==> src/rtl/mei_pkg.sv <==
package mei_pkg;
   typedef enum logic [1:0] {
      LS_INV = 2'd0,
      LS_EXC = 2'd1,
      LS_MOD = 2'd2
   } lstate_e;

   typedef enum logic [1:0] {
      FS_IDLE  = 2'd0,
      FS_SNPWB = 2'd1,
      FS_VICWB = 2'd2,
      FS_FILL  = 2'd3
   } fsm_e;

   localparam logic BK_WB    = 1'b0;
   localparam logic BK_RWITM = 1'b1;
endpackage

==> src/rtl/mei_line_store.sv <==
module mei_line_store
   import mei_pkg::*;
#(
   parameter int NUM_LINES = 4,
   parameter int TAG_W     = 10,
   localparam int IDX_W    = $clog2(NUM_LINES)
) (
   input  logic             clk,
   input  logic             rst_n,
   input  logic [IDX_W-1:0] rda_idx,
   output logic [TAG_W-1:0] rda_tag,
   output lstate_e          rda_st,
   input  logic [IDX_W-1:0] rdb_idx,
   output logic [TAG_W-1:0] rdb_tag,
   output lstate_e          rdb_st,
   input  logic             wr_en,
   input  logic [IDX_W-1:0] wr_idx,
   input  logic [TAG_W-1:0] wr_tag,
   input  lstate_e          wr_st
);
   logic [TAG_W-1:0] tag_q [NUM_LINES];
   lstate_e          st_q  [NUM_LINES];

   for (genvar g = 0; g < NUM_LINES; g++) begin : g_line
      logic [TAG_W-1:0] tag_r;
      lstate_e          st_r;
      always_ff @(posedge clk) begin
         if (!rst_n) begin
            tag_r <= '0;
            st_r  <= LS_INV;
         end else if (wr_en && wr_idx == IDX_W'(g)) begin
            tag_r <= wr_tag;
            st_r  <= wr_st;
         end
      end
      assign tag_q[g] = tag_r;
      assign st_q[g]  = st_r;
   end

   assign rda_tag = tag_q[rda_idx];
   assign rda_st  = st_q[rda_idx];
   assign rdb_tag = tag_q[rdb_idx];
   assign rdb_st  = st_q[rdb_idx];

   // a line can only become Modified from a resident state
   assert_modify_resident_R3: assert property (@(posedge clk) disable iff (!rst_n)
      (wr_en && wr_st == LS_MOD) |-> (st_q[wr_idx] != LS_INV));
endmodule

==> src/rtl/mei_snoop_eval.sv <==
module mei_snoop_eval
   import mei_pkg::*;
#(
   parameter int          TT_W        = 5,
   parameter bit          CI_PRESERVE = 1'b1,
   parameter logic [TT_W-2:0] CI_CODE = 4'b1010
) (
   input  logic [TT_W-1:0] tt,
   input  logic            hit,
   input  lstate_e         cur_st,
   output logic            need_wb,
   output logic            change,
   output lstate_e         next_st
);
   logic is_ci;

   if (CI_PRESERVE) begin : g_ci_keep
      logic unused_tt_top;
      assign unused_tt_top = tt[TT_W-1];
      assign is_ci = (tt[TT_W-2:0] == CI_CODE);
   end else begin : g_ci_flush
      logic unused_tt_all;
      assign unused_tt_all = ^tt;
      assign is_ci = 1'b0;
   end

   always_comb begin
      need_wb = 1'b0;
      change  = 1'b0;
      next_st = cur_st;
      if (hit) begin
         if (cur_st == LS_MOD) begin
            need_wb = 1'b1;
            change  = 1'b1;
            next_st = is_ci ? LS_EXC : LS_INV;
         end else if (cur_st == LS_EXC && !is_ci) begin
            change  = 1'b1;
            next_st = LS_INV;
         end
      end
   end
endmodule

==> src/rtl/mei_coh_ctrl.sv <==
module mei_coh_ctrl
   import mei_pkg::*;
#(
   parameter int  NUM_LINES   = 4,
   parameter int  TAG_W       = 10,
   parameter int  TT_W        = 5,
   parameter bit  CI_PRESERVE = 1'b1,
   localparam int IDX_W       = $clog2(NUM_LINES),
   localparam int LA_W        = TAG_W + IDX_W
) (
   input  logic            clk,
   input  logic            rst_n,
   input  logic            cpu_valid,
   input  logic            cpu_store,
   input  logic [LA_W-1:0] cpu_line,
   output logic            cpu_ack,
   input  logic            snp_valid,
   input  logic [LA_W-1:0] snp_line,
   input  logic [TT_W-1:0] snp_tt,
   output logic            snp_ready,
   output logic            bus_req_valid,
   output logic            bus_req_kind,
   output logic [LA_W-1:0] bus_req_line,
   input  logic            bus_req_ready
);
   initial begin
      if (NUM_LINES < 2 || (1 << IDX_W) != NUM_LINES)
         $fatal(1, "NUM_LINES must be a power of two of at least 2");
      if (TAG_W < 1)
         $fatal(1, "TAG_W must be positive");
      if (TT_W < 5)
         $fatal(1, "TT_W must be at least 5");
   end

   fsm_e            fsm_q, fsm_d;
   logic [LA_W-1:0] pend_q, pend_d;
   logic [LA_W-1:0] fill_q, fill_d;
   lstate_e         pst_q, pst_d;

   logic [IDX_W-1:0] cpu_idx, snp_idx, pend_idx;
   logic [TAG_W-1:0] cpu_tag, snp_tag, pend_tag;
   assign cpu_idx  = cpu_line[IDX_W-1:0];
   assign cpu_tag  = cpu_line[LA_W-1:IDX_W];
   assign snp_idx  = snp_line[IDX_W-1:0];
   assign snp_tag  = snp_line[LA_W-1:IDX_W];
   assign pend_idx = pend_q[IDX_W-1:0];
   assign pend_tag = pend_q[LA_W-1:IDX_W];

   logic [TAG_W-1:0] tag_a, tag_b, wr_tag;
   lstate_e          st_a, st_b, wr_st;
   logic             wr_en;
   logic [IDX_W-1:0] wr_idx;

   mei_line_store #(.NUM_LINES(NUM_LINES), .TAG_W(TAG_W)) u_store (
      .clk     (clk),
      .rst_n   (rst_n),
      .rda_idx (cpu_idx),
      .rda_tag (tag_a),
      .rda_st  (st_a),
      .rdb_idx (snp_idx),
      .rdb_tag (tag_b),
      .rdb_st  (st_b),
      .wr_en   (wr_en),
      .wr_idx  (wr_idx),
      .wr_tag  (wr_tag),
      .wr_st   (wr_st)
   );

   logic cpu_hit, snp_hit;
   assign cpu_hit = (st_a != LS_INV) && (tag_a == cpu_tag);
   assign snp_hit = (st_b != LS_INV) && (tag_b == snp_tag);

   logic    sn_wb, sn_change;
   lstate_e sn_next;

   mei_snoop_eval #(.TT_W(TT_W), .CI_PRESERVE(CI_PRESERVE)) u_eval (
      .tt      (snp_tt),
      .hit     (snp_hit),
      .cur_st  (st_b),
      .need_wb (sn_wb),
      .change  (sn_change),
      .next_st (sn_next)
   );

   always_comb begin
      fsm_d   = fsm_q;
      pend_d  = pend_q;
      fill_d  = fill_q;
      pst_d   = pst_q;
      wr_en   = 1'b0;
      wr_idx  = cpu_idx;
      wr_tag  = tag_a;
      wr_st   = st_a;
      cpu_ack = 1'b0;
      unique case (fsm_q)
         FS_IDLE: begin
            if (snp_valid) begin
               if (sn_wb) begin
                  fsm_d  = FS_SNPWB;
                  pend_d = {tag_b, snp_idx};
                  pst_d  = sn_next;
               end else if (sn_change) begin
                  wr_en  = 1'b1;
                  wr_idx = snp_idx;
                  wr_tag = tag_b;
                  wr_st  = sn_next;
               end
            end else if (cpu_valid) begin
               if (cpu_hit) begin
                  cpu_ack = 1'b1;
                  if (cpu_store && st_a != LS_MOD) begin
                     wr_en = 1'b1;
                     wr_st = LS_MOD;
                  end
               end else begin
                  fill_d = cpu_line;
                  if (st_a == LS_MOD) begin
                     fsm_d  = FS_VICWB;
                     pend_d = {tag_a, cpu_idx};
                  end else begin
                     fsm_d  = FS_FILL;
                     pend_d = cpu_line;
                  end
               end
            end
         end
         FS_SNPWB: begin
            if (bus_req_ready) begin
               wr_en  = 1'b1;
               wr_idx = pend_idx;
               wr_tag = pend_tag;
               wr_st  = pst_q;
               fsm_d  = FS_IDLE;
            end
         end
         FS_VICWB: begin
            if (bus_req_ready) begin
               pend_d = fill_q;
               fsm_d  = FS_FILL;
            end
         end
         FS_FILL: begin
            if (bus_req_ready) begin
               wr_en  = 1'b1;
               wr_idx = pend_idx;
               wr_tag = pend_tag;
               wr_st  = LS_EXC;
               fsm_d  = FS_IDLE;
            end
         end
         default: fsm_d = FS_IDLE;
      endcase
   end

   always_ff @(posedge clk) begin
      if (!rst_n) begin
         fsm_q  <= FS_IDLE;
         pend_q <= '0;
         fill_q <= '0;
         pst_q  <= LS_INV;
      end else begin
         fsm_q  <= fsm_d;
         pend_q <= pend_d;
         fill_q <= fill_d;
         pst_q  <= pst_d;
      end
   end

   assign snp_ready     = (fsm_q == FS_IDLE);
   assign bus_req_valid = (fsm_q != FS_IDLE);
   assign bus_req_kind  = (fsm_q == FS_FILL) ? BK_RWITM : BK_WB;
   assign bus_req_line  = pend_q;

   assert_req_hold_R11: assert property (@(posedge clk) disable iff (!rst_n)
      (bus_req_valid && !bus_req_ready) |=>
         (bus_req_valid && $stable(bus_req_line) && $stable(bus_req_kind)));

   assert_ack_quiet_R4: assert property (@(posedge clk) disable iff (!rst_n)
      cpu_ack |-> !bus_req_valid);

   assert_snoop_first_R10: assert property (@(posedge clk) disable iff (!rst_n)
      (snp_valid && snp_ready) |-> !cpu_ack);

   assert_fill_after_victim_R9: assert property (@(posedge clk) disable iff (!rst_n)
      (fsm_q == FS_VICWB && bus_req_ready) |=>
         (bus_req_valid && bus_req_kind == BK_RWITM));
endmodule

==> config.mk <==
export PLATFORM = sky130hd
export DESIGN_NAME = mei_coh_ctrl
export DESIGN_NICKNAME = d
export VERILOG_FILES = /design/src/rtl/mei_pkg.sv /design/src/rtl/mei_line_store.sv /design/src/rtl/mei_snoop_eval.sv /design/src/rtl/mei_coh_ctrl.sv
export SDC_FILE = /design/constraint.sdc
export NUM_CORES = 1
export LEC_CHECK = 0
export ABC_AREA = 1
export CAP_MARGIN = 20
export CORE_ASPECT_RATIO = 0.7
export CORE_MARGIN = 2
export CORE_UTILIZATION = 35
export CTS_CLUSTER_DIAMETER = 60
export DETAILED_ROUTE_END_ITERATION = 12
export PLACE_DENSITY = 0.56
export SLEW_MARGIN = 0
export SYNTH_ARGS = -nofsm -noshare
export SYNTH_HDL_FRONTEND = slang
export SYNTH_SLANG_ARGS = --single-unit
==> constraint.sdc <==
create_clock -name clk -period 2.51 [get_ports clk]
set_input_delay 0.3765 -clock clk [delete_from_list [all_inputs] [get_ports clk]]
set_output_delay 0.3765 -clock clk [all_outputs]
set_load 0.02 [all_outputs]
# Word level (Yosys, flattened, before mapping)
# Cells that the tools add are included.
[word_totals]
ff_bits = 76
inputBits = 35
[op_classes]
magnitude_cmp = 2
eq_ne = 18
muxes = 68
bitwise = 4
n_reduce_logical = 20
[op_table]
columns = ["operator", "count"]
rows = [
  ["$mux W10", 8],
  ["$mux W12", 6],
  ["$mux W2", 25],
  ["$bmux W10 S2", 2],
  ["$pmux W12 S2", 1],
  ["$eq A10 B10 Y1", 2],
  ["$pmux W10 S2", 1],
  ["$mux W1", 19],
  ["$eq A2 B2 Y1 const B", 6],
  ["$pmux W2 S3", 2],
  ["$reduce_and A5 Y1", 2],
  ["$bmux W2 S2", 2],
  ["$logic_and A1 B1 Y1", 8],
  ["$reduce_bool A2 Y1", 4],
  ["$eq A2 B1 Y1 const B", 3],
  ["$ge A3 B3 Y1 const B", 2],
  ["$ne A3 B3 Y1 const B", 2],
  ["$not A2 Y3", 2],
  ["$eq A4 B4 Y1 const B", 1],
  ["$logic_not A2 Y1", 2],
  ["$ne A2 B2 Y1 const B", 2],
  ["$pmux W2 S2", 1],
  ["$reduce_and A4 Y1", 1],
  ["$ne A3 B2 Y1 const B", 1],
  ["other kinds (6)", 7],
]

# Logic depth before layout (Yosys ltp)
# Gate-level depths: netlist (run 1).
[logic_depth]
word_depth = 15
ltp_mapped = 22
depth_no_buf = 19

# By module
# Synthesis (run 1) repeated with hierarchy kept, for this count alone.
[hier_totals]
cells_unflattened = 848
hier_area_um2 = 5059.9
[modules_own_cells]
columns = ["mod", "n_inst", "cells_per_inst", "area_each_um2", "seq_area_each_um2"]
rows = [
  ["mei_line_store", 1, 446, 2696.3, 960.9],
  ["mei_coh_ctrl", 1, 384, 2283.4, 560.5],
  ["mei_snoop_eval", 1, 18, 80.1, 0.0],
]

# Least setup slack after synthesis (run 1)
# No wires, ideal clock.
[synth_path]
path_kind = "input-to-output"
startpoint = "in cpu_line[0]"
endpoint = "out cpu_ack"
t_arrival_ns = 1.921
t_required_ns = 2.134
path_slack_ns = 0.212
cell_stages = 8
path_buffers = 2
cell_sequence = "buf_6 buf_2 o21ai_0 nand2_1 xnor2_1 nor3_2 o211ai_1 nor3_1"
[synth_between]
elab_chain_cells = 10
word_cells_on_any_way = 14
[synth_rtl]
columns = ["element", "line", "source"]
rows = [
  ["from (decl)", "mei_coh_ctrl.sv:15", "input logic [LA_W-1:0] cpu_line,"],
  ["$not A2 Y3 (implied by the code) *", "mei_line_store.sv:40, mei_line_store.sv:41", ""],
  ["$bmux W10 S2 or $bmux W2 S2 (tied branches)", "mei_line_store.sv:40, mei_line_store.sv:41", ""],
  ["$mux W10 (implied by the code) or $mux W2 (tied branches) (2 in a row)", "mei_line_store.sv:40, mei_line_store.sv:41", ""],
  ["$eq A10 B10 Y1 or $reduce_bool A2 Y1 (tied branches)", "mei_coh_ctrl.sv:70", "assign cpu_hit = (st_a != LS_INV) && (tag_a == cpu_tag);"],
  ["$logic_and A1 B1 Y1 *", "mei_coh_ctrl.sv:70", ""],
  ["$mux W1 *", "mei_coh_ctrl.sv:109", "if (cpu_hit) begin"],
  ["$mux W1 *", "mei_coh_ctrl.sv:108", "end else if (cpu_valid) begin"],
  ["$mux W1 *", "mei_coh_ctrl.sv:97", "if (snp_valid) begin"],
  ["$mux W1 *", "mei_coh_ctrl.sv:95", "unique case (fsm_q)"],
  ["to (decl)", "mei_coh_ctrl.sv:16", "output logic cpu_ack,"],
]
# Every way passes the cells marked *; elsewhere a longest branch is shown, timed or not. The select of a mux whose other input is x is not followed.

# Final worst setup path (run 1)
[layout_path]
startpoint = "reg u_store.g_line[1].tag_r[2]"
endpoint = "reg u_store.g_line[0].tag_r[8]"
[layout_between]
elab_chain_cells = 12
word_cells_on_any_way = 28
[layout_rtl]
columns = ["element", "line", "source"]
rows = [
  ["from (decl)", "mei_line_store.sv:25", "logic [TAG_W-1:0] tag_r;"],
  ["from (signal assigned)", "mei_line_store.sv:32", "tag_r <= wr_tag;"],
  ["$bmux W10 S2", "mei_line_store.sv:42", "assign rdb_tag = tag_q[rdb_idx];"],
  ["$mux W10 (implied by the code) (2 in a row)", "mei_line_store.sv:42", ""],
  ["$eq A10 B10 Y1", "mei_coh_ctrl.sv:71", "assign snp_hit = (st_b != LS_INV) && (tag_b == snp_tag);"],
  ["$logic_and A1 B1 Y1", "mei_coh_ctrl.sv:71", ""],
  ["$mux W1", "mei_snoop_eval.sv:31", "if (hit) begin"],
  ["$mux W2", "mei_coh_ctrl.sv:102", "end else if (sn_change) begin"],
  ["$mux W2", "mei_coh_ctrl.sv:98", "if (sn_wb) begin"],
  ["$mux W2", "mei_coh_ctrl.sv:97", ""],
  ["$pmux W2 S2", "mei_coh_ctrl.sv:95", ""],
  ["$logic_not A2 Y1", "mei_line_store.sv:31", "end else if (wr_en && wr_idx == IDX_W'(g)) begin"],
  ["$logic_and A1 B1 Y1", "mei_line_store.sv:31", ""],
  ["to (signal assigned)", "mei_line_store.sv:32", ""],
  ["to (decl)", "mei_line_store.sv:25", ""],
]
# Parallel ways exist; a longest one is shown, timed or not. The select of a mux whose other input is x is not followed.
# A chain may end at the register's enable or synchronous reset.

==> results of run 1 <==
logic make-up after synthesis:
logic type	count (synthesis)
AO/OA/AOI/OAI	95
buffers and inverters	109
AND/OR/NAND/NOR	610
XOR/XNOR	6
flip-flops	76
timing repair:
item	4_1_cts	5_1_grt
hold buffers	0	0
endpoints found under the setup margin	74	73
setup buffers	1	27
gates resized for setup	23	142
pin swaps	3	37
gates cloned	1	8
where the power goes:
part	leakage (nW)	switching, mW	internal (mW)
Combinational	2.69	1.36	0.959
Clock	0.148	0.591	0.787
Sequential	0.635	0.165	1.39
Total	3.47	2.11	3.13
layer usage:
| layer | GRT usage [%] | part of all wire (%) |
|---|---|---|
| met3 | 3.22 | 7.0 |
| met4 | 5.09 | 1.3 |
| met2 | 34.6 | 42 |
| met5 | 0 | 0 |
| met1 | 33.0 | 49 |
stage by stage:
stage	setup TNS, ps	cells	utilization (%)
final	0	1252	52.3
after CTS	-63.1	1217	47.3
after detailed placement	-47400	1199	44.9
after global placement	-47470	1199	44.9
after floorplan	0	896	-
after global routing	-481	1252	52.3
cell type report:
type	instances	area (um^2)
Timing Repair Buffer	192	1790
Tap cell	195	244
Timing Repair inverter	1	6.26
Fill cell	1491	7070
Clock buffer	9	225
Inverter	61	265
Sequential cell	76	1570
Multi-Input combinational cell	711	3570
Clock inverter	7	83.8
synthesized netlist by cell type (3+ instances only):
| library cell | n | area, um^2 |
|---|---|---|
| nand3b_1 | 3 | 22.5 |
| nand2_1 | 298 | 1120 |
| buf_6 | 14 | 158 |
| nor2_1 | 173 | 649 |
| clkbuf_1 | 19 | 71.3 |
| nand4_1 | 15 | 93.8 |
| dfxtp_1 | 76 | 1520 |
| and2_1 | 4 | 25.0 |
| nor2_2 | 3 | 18.8 |
| o211ai_1 | 6 | 45.0 |
| a31oi_1 | 11 | 68.8 |
| nand3_2 | 13 | 130 |
| a21oi_1 | 11 | 55.1 |
| xnor2_1 | 3 | 26.3 |
| xor2_1 | 3 | 26.3 |
| inv_2 | 6 | 22.5 |
| inv_1 | 52 | 195 |
| nor2_4 | 5 | 56.3 |
| nand3_1 | 78 | 390 |
| o21ai_0 | 50 | 250 |
| nor3_1 | 3 | 15.0 |
| buf_4 | 5 | 37.5 |
| a211oi_1 | 9 | 67.6 |
| nand2_2 | 8 | 50.1 |
| buf_2 | 9 | 45.0 |
cells in the final DEF, fill, tap and decap left out, drive strengths merged, types with 2 or more instances in the layout:
cell | synthesis | routed
nand3b | 3 | 3
buf | 28 | 144
a211oi | 9 | 9
dfxtp | 76 | 76
nand2 | 307 | 307
xor2 | 3 | 3
clkbuf | 20 | 14
clkdlybuf4s50 | 0 | 40
inv | 60 | 61
nand4 | 16 | 16
dlymetal6s2s | 0 | 3
a31oi | 11 | 11
and2 | 4 | 4
clkinv | 1 | 5
a21oi | 11 | 11
o21ai | 50 | 50
nor3 | 4 | 4
clkinvlp | 0 | 2
nand3 | 92 | 92
xnor2 | 3 | 3
nor2 | 182 | 182
o211ai | 6 | 6
path summary, 6_finish.rpt:
path,startpoint,to,slack [ps]
min,cpu_line[5],fill_q[5],460
max reg2reg,u_store.g_line[1].tag_r[2],u_store.g_line[0].tag_r[8],50
min reg2reg,fill_q[3],fill_q[3],480
max,u_store.g_line[1].tag_r[2],u_store.g_line[0].tag_r[8],50
tightest hold or removal path: cells and delay by family:
kind                   cells  cell delay (ps)
AO/OA/AOI/OAI              1               50
buffers and inverters      3              340
sequential cells by signal (all words and copies together), names as in the netlist:
register and flops:
bus_req_line 12, u_store.g_line.st_r 8, fill_q 12, pst_q 2, fsm_q 2, u_store.g_line.tag_r 40
==> metrics.md, run 1 <==
| Metric | Value |
|---|---|
| Worst-path maximum fanout | 6 |
| Detailed placement HPWL | 13500 um |
| WP buf/inv | 1 |
| CP endpoint kind | register |
| Adder-cell share of the synthesized area | 0% |
| Netlist cell types | 44 |
| Clk sink count | 76 |
| Final setup vio count | 0 |
| First-pass GRT wire length | 28400 um |
| Post-synthesis cell count | 896 |
| Core area | 0.0148 mm^2 |
| Setup Slack @ Placement | -800 ps |
| Diodes inserted | 0 |
| RSZ-0062 raised after global routing | true |
| Power Total | 5.25 mW |
| Initial DRC Count | ~630 |
| Post-route ant nets | 0 |
| Syn Nets | 931 |
| Asr flop ratio synth | 0% |
| Post-synthesis sequential area ratio | 28.5% |
| Critical path depth | 17 |
| Vias/cell | 5.08 |
| Critical path class | reg -> reg |
| Leading register cell type out of synthesis | dfxtp_1 |
| Synth warnings | 0 |
| Arr. time, crit path | 2700 ps |
| Status | finished clean |
| Synthesized area per cell | 5.97 um^2 |
| Site Rows | 37 |
| Simple-gate share of the synthesized area | 49.7% |
| # Max-Cap Violations | 0 |
| Fin area | 0.00774 mm^2 |
| Hold Path Cell Cnt | 4 |
| Initial core utilization | 36.1% |
| Die Span X | 152 um |
| CP peak stage delay | 340 ps |
| Fin. max-slew vios | 0 |
| Die Area | 0.0163 mm^2 |
| Final Hold Vio Count | 0 |
| Remaining Overflow, GRT | 0 |
| DRC violations left | 0 |
| Depth of the CTS H-tree | 3 |
| Min Tclk post-route | approximately 2500 ps |
| WP data required | 2750 ps |
| Layout Skew | 9.52 ps |
| Pwr dens | 677 mW/mm^2 |
| Largest family of logic cells by synthesized area | simple AND/OR/NAND/NOR gates |
| Placed inst area | 0.00665 mm^2 |
| Antenna violations before repair | 0 |
| P&R area growth vs syn | 44.9% |
| Critical path cell sequence | nand2_1, nand3_2, nand2_2, nand2_1, nand2_1, nand2_2, nor2_4, nand3_4, nor2_4, nand4_1, nand3_2, nand3_4, nor2_4, clkbuf_16, nand2_1, nand2_1, nor2_1 |
| Least-Margin Pin Slew | 379 ps |
| Post-route clock period utilization | 98.2% |
| Number of placed I/O pins | 51 |
| GRT Overall Usage | 22.4% |
| Worst setup SP type | register |
| Largest net degree at the start of global routing | 77 |
| CP dominant cell by count | nand2_1 |
| Clock transition at the registers of the reported paths | approximately 70 ps |
| Max frequency | 406 MHz |
| Cts bufs inserted | 9 |
| Post-route setup slack | 45.0 ps |
| Crit path max-delay family | simple AND/OR/NAND/NOR gates |
| Vias in the first global route | ~5400 |
| Total wire length | 19400 um |
| Post-synthesis mux area share | 0% |
| Worst skew pair latency | 350 ps |
| XOR/XNOR share of the synthesized area | less than 1% |
| Routed length per instance | between 15 and 20 um |
| CTS root buf | clkbuf_16 |
| Placer Congestion | around 0.9 |
| CTS max path bufs | 2 |
| Final #Nets | 1087 |
| Layout cells sized above 1 | 28.4% |
| Slew Limit Headroom | about 74% |
| Port Buffers | 49 |
| Die height | around 110 um |
| Via count | 6363 |
| Pre-antenna DRT Iters | 6 |
| Peak supply drop | 0.349 mV |
| Synthesized cell area | 0.00535 mm^2 |
| R2R cell count | 17 |
| CTS tree | built |
| Slowest cell on crit path | dfxtp_1 |
| Flops & latches, synth | 76 |
| HP Class | in -> reg |
| Compound-Gate Fraction of Synth Area | a little over a tenth |
| Pleak | around 3.5 nW |
| EDFF count, synth | 0 |
| Worst hold slack | 463 ps |
No activity file was read; power rests on OpenSTA's default activity.
==> run 2, diff against run 1 <==
--- a/config.mk
+++ b/config.mk
@@ -7,12 +7,14 @@
 export LEC_CHECK = 0
 export ABC_AREA = 1
 export CAP_MARGIN = 20
+export CELL_PAD_IN_SITES_DETAIL_PLACEMENT = 0
+export CELL_PAD_IN_SITES_GLOBAL_PLACEMENT = 2
 export CORE_ASPECT_RATIO = 0.7
 export CORE_MARGIN = 2
-export CORE_UTILIZATION = 35
+export CORE_UTILIZATION = 31
 export CTS_CLUSTER_DIAMETER = 60
 export DETAILED_ROUTE_END_ITERATION = 12
-export PLACE_DENSITY = 0.56
+export PLACE_DENSITY = 0.84
 export SLEW_MARGIN = 0
 export SYNTH_ARGS = -nofsm -noshare
 export SYNTH_HDL_FRONTEND = slang
==> run 2 against run 1 <==
  * The flow now finishes with violations (negative setup slack)
  * Clock skew is 4.5 ps higher
  * Non-clock buffer count is 8 higher
  * Routed wire length is 7.2% higher
  * Die area is 12% higher
  * Global-route usage is 0.11 points lower
  * Combinational power is 2% higher
  * Final area is 1.5% higher
  * Clock power is 8% higher
  * Critical path type unchanged
  * Critical path depth is 1 higher
  * Worst setup slack worse by 46 ps
  * Utilization is 6.1 points lower
  * Total power is 3.1% higher
==> metrics.md, run 2 (same netlist as run 1, synthesis figures left out) <==
| Metric | Value |
|---|---|
| Least-Margin Pin Slew | about 560 ps |
| WP buf/inv | 2 |
| P&R area growth vs syn | 47.0% |
| Final Hold Vio Count | 0 |
| Die Area | 0.0183 mm^2 |
| Core area | 0.0170 mm^2 |
| Die height | 114 um |
| Worst skew pair latency | 350 ps |
| Post-route setup slack | -1.07 ps |
| Initial core utilization | roughly a third |
| CP peak stage delay | 330 ps |
| Worst hold slack | 483 ps |
| RSZ-0062 raised after global routing | true |
| CTS Hold Bufs | 0 |
| Port Buffers | 49 |
| DRC violations left | 0 |
| Pre-antenna DRT Iters | 7 |
| R2R setup slack | -1 ps |
| Slew Limit Headroom | 62.4% |
| Peak supply drop | 0.302 mV |
| Remaining Overflow, GRT | 0 |
| First-pass GRT wire length | 31800 um |
| Site Rows | 40 |
| Cts bufs inserted | 9 |
| Clock transition at the registers of the reported paths | 70 ps |
| Pwr dens | between 600 and 700 mW/mm^2 |
| Initial DRC Count | 413 |
| Layout Skew | 14.0 ps |
| Routed length per instance | approximately 16 um |
| WP data required | 2760 ps |
| Die Span X | 161 um |
| Largest net degree at the start of global routing | 37 |
| Hold Path Origin | fill_q[3] |
| GRT Overall Usage | 22.3% |
| Final #Nets | ~1100 |
| Number of placed I/O pins | 51 |
| Worst-path maximum fanout | 5 |
| RR Startpoint | u_store.g_line[1].tag_r[9] |
| Setup Slack @ Placement | -835 ps |
| CP endpoint kind | register |
| Critical path class | reg -> reg |
| Clk sink count | 76 |
| CP dominant cell by count | nand2_2 |
| Diodes inserted | 0 |
| Post-route ant nets | 0 |
| CTS max path bufs | 2 |
| Worst setup SP type | register |
| CTS root buf | clkbuf_16 |
| # Max-Cap Violations | 0 |
| Max frequency | 398 MHz |
| Pleak | between 3 and 4 nW |
| HP Class | reg -> reg |
| Register with the most flip-flops | u_store.g_line.tag_r |
| Final setup vio count | 1 |
| Placer Congestion | 0.868 |
| Detailed placement HPWL | ~15000 um |
| Antenna violations before repair | 0 |
| CTS tree | built |
| Status | finished with violations |
| Violated checks | negative setup slack |
| Crit path max-delay family | simple AND/OR/NAND/NOR gates |
| Slowest cell on crit path | dfxtp_2 |
| Depth of the CTS H-tree | 3 |
| Fin. max-slew vios | 0 |
| Post-Route Setup TNS | -1.07 ps |
| Worst R2R End | u_store.g_line[0].tag_r[2] |
| R2R cell count | 18 |
| Share of the core filled with cells | between 40% and 50% |
| Vias in the first global route | 5824 |
| Max FFs per register | 40 |
| Post-route clock period utilization | 100% |
| Via count | 6263 |
| Commonest non-fill, non-tap cell in the layout | nand2_1 |
| Crit path launch | u_store.g_line[1].tag_r[9] |
| Total wire length | 20800 um |
| Commonest non-fill, non-tap cells in the layout | nand2_1 (260), nor2_1 (168), buf_4 (123) |
| Hold Crit Endpoint | fill_q[3] |
| Arr. time, crit path | 2760 ps |
| Hold Path Cell Cnt | 2 |
| Layout cells sized above 1 | 29.0% |
| Critical path cell sequence | buf_4, nand2_2, nand3_2, nand2_2, nand2_2, nand2_4, nand2_4, nor2_4, nand3_2, nor2_4, nand4_1, nand3_2, nand3_4, nor2_4, clkbuf_16, nand2_2, nand2_1, nor2_1 |
| Layout fillers | between 1500 and 2000 |
| Min Tclk post-route | 2510 ps |
| Vias/cell | 4.83 |
==> run 2: timing repair <==
action | in CTS | in global routing
cloned | 2 | 5
endpoints found under the setup margin | 76 | 62
buffers inserted | 7 | 17
pin swaps | 1 | 48
endpoints found under the hold margin | 0 | 0
resized for setup | 26 | 140
==> run 2: area by class of cell <==
class / instances / area, um^2 / share of cell area (%)
clock buffer: 10 / 239 / 3.04
clock inverter: 6 / 92.6 / 1.18
sequential: 76 / 1550 / 19.7
timing repair inverter: 2 / 13.8 / 0.175
tap: 231 / 289 / 3.68
timing repair buffer: 200 / 1850 / 23.6
multi-input combinational: 711 / 3570 / 45.4
inverter: 61 / 251 / 3.20
==> run 2: metrics by stage <==
step / total power, mW / instance area [um^2] / std cells
5_1_grt: 5.72 / 7860 / 1297
4_1_cts: 5.21 / 7240 / 1275
2_1_floorplan: 2.76 / 5350 / 896
3_5_place_dp: 3.68 / 6820 / 1250
6_report: 5.41 / 7860 / 1297
3_3_place_gp: 3.68 / 6820 / 1250
==> run 2: power by group <==
group          leakage, nW  switching (mW)  internal [mW]  total [mW]
combinational         2.75            1.39          0.970        2.36
sequential           0.631           0.162           1.39        1.55
clock                0.156           0.588          0.906        1.49
total                 3.54            2.14           3.26        5.41
==> run 2: worst max-delay path by stage <==
stage	endpoint	depth (start not counted)
2_1_floorplan	cpu_ack	8
3_3_place_gp	cpu_ack	11
3_5_place_dp	cpu_ack	12
4_1_cts	cpu_ack	11
5_1_grt	u_store.g_line[0].tag_r[2]	18
6_report	u_store.g_line[0].tag_r[2]	18
==> run 2: worst min-delay path: stages, from the launching register on <==
cell and delay [ps]:
dfxtp_1 330, nor2_1 50, nor2_1 80
==> run 2: routing by layer <==
layer  up-vias  track usage (%)  routed length, um
met2       157             35.7               8920
met1      2884             31.8              10500
li1       3205                -                  -
met3        17             3.31               1220
met5         -                0                  0
met4         0             5.30                188
